==> src/rtl/pal_pkg.sv <==
package pal_pkg;
  typedef enum logic {
    RD_ASYNC_PAGE = 1'b0,
    RD_BURST      = 1'b1
  } rd_mode_e;

  typedef struct packed {
    logic ce_fall;
    logic adv_fall;
    logic ce_low;
  } strobe_ev_t;
endpackage

==> src/rtl/pal_sampler.sv <==
module pal_sampler #(
  parameter int AW = 23
) (
  input  logic                clk,
  input  logic                rst,
  input  logic                ce_n,
  input  logic                adv_n,
  input  logic [AW-1:0]       addr,
  output pal_pkg::strobe_ev_t ev,
  output logic                adv_low,
  output logic [AW-1:0]       addr_s
);
  logic ce_s, ce_d, adv_s, adv_d;

  always_ff @(posedge clk) begin
    if (rst) begin
      ce_s   <= 1'b1;
      ce_d   <= 1'b1;
      adv_s  <= 1'b1;
      adv_d  <= 1'b1;
      addr_s <= '0;
    end else begin
      ce_s   <= ce_n;
      ce_d   <= ce_s;
      adv_s  <= adv_n;
      adv_d  <= adv_s;
      addr_s <= addr;
    end
  end

  always_comb begin
    ev.ce_fall  = ce_d & ~ce_s;
    ev.adv_fall = adv_d & ~adv_s;
    ev.ce_low   = ~ce_s;
    adv_low     = ~adv_s;
  end
endmodule

==> src/rtl/pal_upper_latch.sv <==
module pal_upper_latch #(
  parameter int AW = 23,
  parameter int PW = 4
) (
  input  logic          clk,
  input  logic          rst,
  input  logic          lat_en,
  input  logic          adv_low,
  input  logic [AW-1:0] addr_s,
  output logic [AW-1:0] eff
);
  localparam int UW = AW - PW;
  logic [UW-1:0] hold_q;

  always_ff @(posedge clk) begin
    if (rst)          hold_q <= '0;
    else if (adv_low) hold_q <= addr_s[AW-1:PW];
  end

  always_comb begin
    eff[PW-1:0]  = addr_s[PW-1:0];
    eff[AW-1:PW] = (lat_en && !adv_low) ? hold_q : addr_s[AW-1:PW];
  end

  AST_LATCH_FROZEN: assert property (@(posedge clk) disable iff (rst)
    (lat_en && !adv_low) |=> $stable(hold_q));
endmodule

==> src/rtl/pal_access_ctl.sv <==
module pal_access_ctl #(
  parameter int AW = 23,
  parameter int PW = 4
) (
  input  logic                clk,
  input  logic                rst,
  input  logic                async_en,
  input  pal_pkg::strobe_ev_t ev,
  input  logic [AW-1:0]       eff,
  output logic [AW-1:0]       eff_addr_o,
  output logic                acc_start_o,
  output logic                page_hit_o
);
  localparam int UW = AW - PW;

  logic [UW-1:0] ctx_up;
  logic          ctx_vld;
  logic          eff_chg, same_page, trig, is_page, is_rand;

  always_comb begin
    eff_chg   = (eff != eff_addr_o);
    same_page = ctx_vld && (eff[AW-1:PW] == ctx_up);
    trig      = async_en && ev.ce_low && (ev.ce_fall || ev.adv_fall || eff_chg);
    is_page   = trig && !ev.ce_fall && !ev.adv_fall && same_page;
    is_rand   = trig && !is_page;
  end

  always_ff @(posedge clk) begin
    if (rst) begin
      eff_addr_o  <= '0;
      acc_start_o <= 1'b0;
      page_hit_o  <= 1'b0;
      ctx_up      <= '0;
      ctx_vld     <= 1'b0;
    end else begin
      eff_addr_o  <= eff;
      acc_start_o <= is_rand;
      page_hit_o  <= is_page;
      if (!ev.ce_low || !async_en) begin
        ctx_vld <= 1'b0;
      end else if (is_rand) begin
        ctx_vld <= 1'b1;
        ctx_up  <= eff[AW-1:PW];
      end
    end
  end

  AST_PULSE_EXCL: assert property (@(posedge clk) disable iff (rst)
    !(acc_start_o && page_hit_o));
  AST_CE_HIGH_QUIET: assert property (@(posedge clk) disable iff (rst)
    !ev.ce_low |=> (!acc_start_o && !page_hit_o));
  AST_PAGE_SAME_UPPER: assert property (@(posedge clk) disable iff (rst)
    page_hit_o |-> (eff_addr_o[AW-1:PW] == $past(eff_addr_o[AW-1:PW])));
endmodule

==> src/rtl/page_read_addr_latch.sv <==
module page_read_addr_latch #(
  parameter int AW = 23,
  parameter int PW = 4
) (
  input  logic          clk,
  input  logic          rst,
  input  logic          cfg_we,
  input  logic          cfg_burst_i,
  input  logic          cfg_latch_i,
  input  logic          ce_n,
  input  logic          adv_n,
  input  logic [AW-1:0] addr,
  output logic [AW-1:0] eff_addr_o,
  output logic          acc_start_o,
  output logic          page_hit_o,
  output logic          burst_mode_o
);
  import pal_pkg::*;

  rd_mode_e   mode_q;
  logic       latch_q;
  strobe_ev_t ev;
  logic       adv_low;
  logic [AW-1:0] addr_s, eff;

  always_ff @(posedge clk) begin
    if (rst) begin
      mode_q  <= RD_ASYNC_PAGE;
      latch_q <= 1'b0;
    end else if (cfg_we) begin
      mode_q  <= cfg_burst_i ? RD_BURST : RD_ASYNC_PAGE;
      latch_q <= cfg_latch_i;
    end
  end

  assign burst_mode_o = (mode_q == RD_BURST);

  pal_sampler #(.AW(AW)) u_sampler (
    .clk(clk), .rst(rst), .ce_n(ce_n), .adv_n(adv_n), .addr(addr),
    .ev(ev), .adv_low(adv_low), .addr_s(addr_s)
  );

  pal_upper_latch #(.AW(AW), .PW(PW)) u_latch (
    .clk(clk), .rst(rst), .lat_en(latch_q), .adv_low(adv_low),
    .addr_s(addr_s), .eff(eff)
  );

  pal_access_ctl #(.AW(AW), .PW(PW)) u_ctl (
    .clk(clk), .rst(rst), .async_en(mode_q == RD_ASYNC_PAGE), .ev(ev),
    .eff(eff), .eff_addr_o(eff_addr_o), .acc_start_o(acc_start_o),
    .page_hit_o(page_hit_o)
  );

  AST_BURST_QUIET: assert property (@(posedge clk) disable iff (rst)
    (mode_q == RD_BURST) |=> (!acc_start_o && !page_hit_o));
endmodule

==> config.mk <==
export PLATFORM = sky130hd
export DESIGN_NAME = page_read_addr_latch
export DESIGN_NICKNAME = d
export VERILOG_FILES = /design/src/rtl/pal_pkg.sv /design/src/rtl/pal_sampler.sv /design/src/rtl/pal_upper_latch.sv /design/src/rtl/pal_access_ctl.sv /design/src/rtl/page_read_addr_latch.sv
export SDC_FILE = /design/constraint.sdc
export NUM_CORES = 1
export LEC_CHECK = 0
export BUFFER_PORTS_ARGS = -buffer_cell sky130_fd_sc_hd__buf_2
export CAP_MARGIN = 30
export CORE_MARGIN = 4
export CORE_UTILIZATION = 45
export CTS_BUF_LIST = sky130_fd_sc_hd__clkbuf_8
export DETAILED_ROUTE_END_ITERATION = 12
export PLACE_DENSITY = 0.62
export SLEW_MARGIN = 5
export SYNTH_ARGS = -nofsm -noshare
export SYNTH_HDL_FRONTEND = slang
export SYNTH_SLANG_ARGS = --single-unit
==> constraint.sdc <==
create_clock -name clk -period 6.6 [get_ports clk]
set_input_delay 0.66 -clock clk [delete_from_list [all_inputs] [get_ports clk]]
set_output_delay 0.66 -clock clk [all_outputs]
set_load 0.03 [all_outputs]
==> results.txt <==
----------------------------------------------------
[Clocking]
  Number of hold buffers added after cts ... 0
  Post-CTS repair timing setup buffer count ... 0
  CTS H-Tree Depth ... 3
  CTS Sinks ... 93
  Cells resized by post-CTS repair ... 0
  Insertion delay of the later-clocked pin in the worst-skew pair ... approximately 360 ps
  Clock tree root buffer cell ... sky130_fd_sc_hd__clkbuf_8
  Total clock buffers created by CTS ... 9
  Maximum root-to-sink buffer count ... 2
  CTS tree ... done
  Reg clk slew, reported paths ... 90 ps

[Yosys]
  Library cell with the highest instance count after synthesis ... sky130_fd_sc_hd__dfxtp_1
  Largest cells by area after synthesis ... sky130_fd_sc_hd__dfxtp_1 (45%), sky130_fd_sc_hd__nor2b_1 (7.3%), sky130_fd_sc_hd__mux2i_1 (7.2%)
  Synth area leader ... sky130_fd_sc_hd__dfxtp_1
  Syn_nets ... 450
  Post-synthesis instance total ... 420
  Synthesized cell area ... roughly 4200 µm²
  Prevailing post-synth register cell ... sky130_fd_sc_hd__dfxtp_1
  Post-synth EDFFs ... 0
  Commonest cells post-synth ... sky130_fd_sc_hd__dfxtp_1 (93), sky130_fd_sc_hd__nor2b_1 (49), sky130_fd_sc_hd__nor2_1 (48), sky130_fd_sc_hd__mux2i_1 (30), sky130_fd_sc_hd__xnor2_1 (19)
  Seq cells post-synth ... 93
  Post-synth top area share ... 0.445
  Async set or reset register ratio after synthesis ... 0
  Avg Cell Area, Syn ... around 10 µm²
  Post-synthesis sequential area ratio ... 0.445
  Netlist cell types ... 52
  Yosys Warn Count ... 0

[STA]
  Worst slew slack as a fraction of its limit ... 0.344
  Min Tclk post-route ... 3710 ps
  Slew of the pin with the lowest slew margin ... between 900 and 1000 ps
  Worst hold slack ... 480 ps
  Final worst slack ... a little under 3000 ps
  Count of final max-slew check failures ... 0
  Max frequency ... about 270 MHz
  Total negative setup slack ... 0 ps
  Final setup skew ... between 6 and 7 ps
  Number of endpoints failing setup at the final stage ... 0
  Final count of hold timing violations ... 0
  Setup repair after global routing missed its margin ... false
  Final clock period utilization by the worst path ... 0.562

[Die]
  Y dimension of the die ... 104 µm
  Placeable core region ... 8890 µm²
  Die footprint ... 10,900 µm²
  Die boundary width ... 104 µm
  I/O pins ... 56
  Number of placement rows ... 34
  Starting density of the core ... 0.470

[Power]
  PD cells ... 238 nW/µm²
  Lkg Pwr ... 2.00 nW
  Peak supply drop ... 96.9 µV
  Tot Pwr ... 0.00111 W

[Worst setup path]
  Worst Setup Path Type ... reg -> reg
  Register-to-Register Setup Slack ... 2890 ps
  Critical path cell sequence ... buf_4 > and2_4 > mux2i_2 > xnor2_1 > nor4_1 > and4_4 > nor4_4 > buf_4 > mux2_2
  CP top delay family ... simple AND/OR/NAND/NOR gates
  Worst setup SP type ... flop
  Maximum fanout along the worst path ... 31
  Worst flop-to-flop path startpoint ... u_sampler.adv_s
  Slowest-stage cell, CP ... sky130_fd_sc_hd__nor4_4
  CP Data Required Time ... 6840 ps
  Delay of the slowest cell on the worst path ... 800 ps
  Depth of the most critical reg-to-reg path ... 9
  Worst reg2reg endpoint ... u_ctl.ctx_up[0]
  CP Capture Type ... flop
  Arrival time at the worst endpoint ... around 4000 ps
  CP bufs+invs ... 2
  Cell with the most instances on the worst path ... sky130_fd_sc_hd__buf_4

[Routing]
  Total via count after detailed routing ... 3,086
  Detailed-route wire length per cell ... 16.7 µm
  Routed Antenna Nets ... 0
  Initial detailed-routing violation count ... ~180
  Total detailed-routing wirelength ... slightly below 10,000 µm
  1st-pass router iterations ... 4
  DRC viols ... 0
  Drt via density ... 5.31

[Worst hold path]
  Cell count of the worst hold path ... 2
  End point of the most critical hold path ... u_sampler.adv_s
  Launch instance of the worst min-delay path ... adv_n
  Worst min path class ... in -> reg

[GRT]
  Global-route wire length before repair ... 15,700 µm
  GR Overflow Total ... 0
  Initial antenna violation count ... 0
  Overall fraction of global-route tracks in use ... 0.181
  Maximum number of pins on one net before global-route repair ... 64
  Vias in the first global route ... approximately 3,000

[Cells and area]
  Register Area ... 1860 µm²
  Growth of design area from synthesis to finish ... 11.6%
  Antenna diode instance count ... 0
  Final layout net count ... 499
  Multi-input combinational cell area ... 2120 µm²
  Filler cells ... 839
  Fraction of final layout cells sized beyond drive strength 1 ... 0.224

[Place]
  Last weighted congestion value of the routability-driven placer ... 0.896
  Dpl ws ... 2920 ps
  Detailed-placement wirelength estimate ... 7190 µm
  Count of input and output buffers ... 55

[Status]
  Outcome ... finished clean

[Job]
  Number of max-cap violations ... 0

----------------------------------------------------
## worst max-delay path by stage
stage / startpoint / slack [ps] / to / cells past startpoint
4_1_cts: u_sampler.adv_s / 2880 / u_ctl.ctx_up[0] / 9
2_1_floorplan: latch_q / 4000 / u_ctl.ctx_up[10] / 11
5_1_grt: u_sampler.adv_s / 2710 / u_ctl.ctx_up[0] / 9
3_3_place_gp: u_sampler.adv_s / 3010 / u_ctl.ctx_up[0] / 9
3_5_place_dp: u_sampler.adv_s / 2920 / u_ctl.ctx_up[0] / 9
6_report: u_sampler.adv_s / 2890 / u_ctl.ctx_up[0] / 9
## cell families after synthesis
group	count (synthesis)	synth area share
and+or+nand+nor	150	0.199
DFF	93	0.445
muxes	53	0.145
AOI/OAI and AO/OA	51	0.0900
buffers and inverters	38	0.0473
xor gates and xnor gates	35	0.0733
## worst reg2reg max path: cells and delay by family, from the launching register on
kind	cells	cell delay [ps]
xor gates and xnor gates	1	160
buffers and inverters	2	740
DFF	1	320
muxes	2	760
and+or+nand+nor	4	1630
## layer usage
metal / part of all wire / up-vias / GRT usage
li1: - / 1529 / -
met1: 0.46 / 1448 / 0.236
met2: 0.46 / 93 / 0.294
met3: 0.058 / 16 / 0.0422
met4: 0.016 / 0 / 0.0589
met5: 0 / - / 0
## state kept, by name, indices dropped and copies added, names as in the netlist
signal and flops:
u_sampler.adv_d 1, u_sampler.addr_s 23, u_ctl.acc_start_o 1, burst_mode_o 1
u_ctl.ctx_up 19, u_sampler.adv_s 1, u_ctl.page_hit_o 1, u_sampler.ce_d 1
latch_q 1, u_ctl.eff_addr_o 23, u_sampler.ce_s 1, u_ctl.ctx_vld 1
u_latch.hold_q 19
## through the flow
stage | std cells | area, µm² | utilization
2_1_floorplan | 420 | 4180 | -
3_3_place_gp | 566 | 4490 | 0.505
3_5_place_dp | 566 | 4490 | 0.505
4_1_cts | 581 | 4670 | 0.525
5_1_grt | 581 | 4670 | 0.525
6_report | 581 | 4670 | 0.525
## layout make-up
| cell class | count | area share |
|---|---|---|
| Multi-Input combinational cell | 289 | 0.455 |
| Sequential cell | 93 | 0.399 |
| Tap cell | 108 | 0.0290 |
| Clock buffer | 9 | 0.0265 |
| Inverter | 18 | 0.0145 |
| Timing Repair Buffer | 58 | 0.0638 |
| Clock inverter | 6 | 0.0123 |
## cells in the final DEF (no fill, tap or decap), types with 7 or more instances in the layout
master,instances
sky130_fd_sc_hd__nor2_1,48
sky130_fd_sc_hd__inv_1,20
sky130_fd_sc_hd__xnor2_1,19
sky130_fd_sc_hd__mux2_4,10
sky130_fd_sc_hd__xor2_1,16
sky130_fd_sc_hd__nor2b_1,49
sky130_fd_sc_hd__mux2_2,9
sky130_fd_sc_hd__buf_2,55
sky130_fd_sc_hd__dfxtp_1,93
sky130_fd_sc_hd__a21oi_1,10
sky130_fd_sc_hd__mux2i_1,30
sky130_fd_sc_hd__clkbuf_8,9
sky130_fd_sc_hd__nand2b_1,8
sky130_fd_sc_hd__nand2_1,9
sky130_fd_sc_hd__nand3_1,7
## power by group
group / internal [W] / leakage, nW / switching (W) / total, W
clock network: 0.000170 / 0.0937 / 0.000188 / 0.000358
registers: 0.000584 / 0.763 / 0.0000258 / 0.000610
logic: 0.0000627 / 1.14 / 0.0000795 / 0.000142
(Power assumes the default switching activity.)
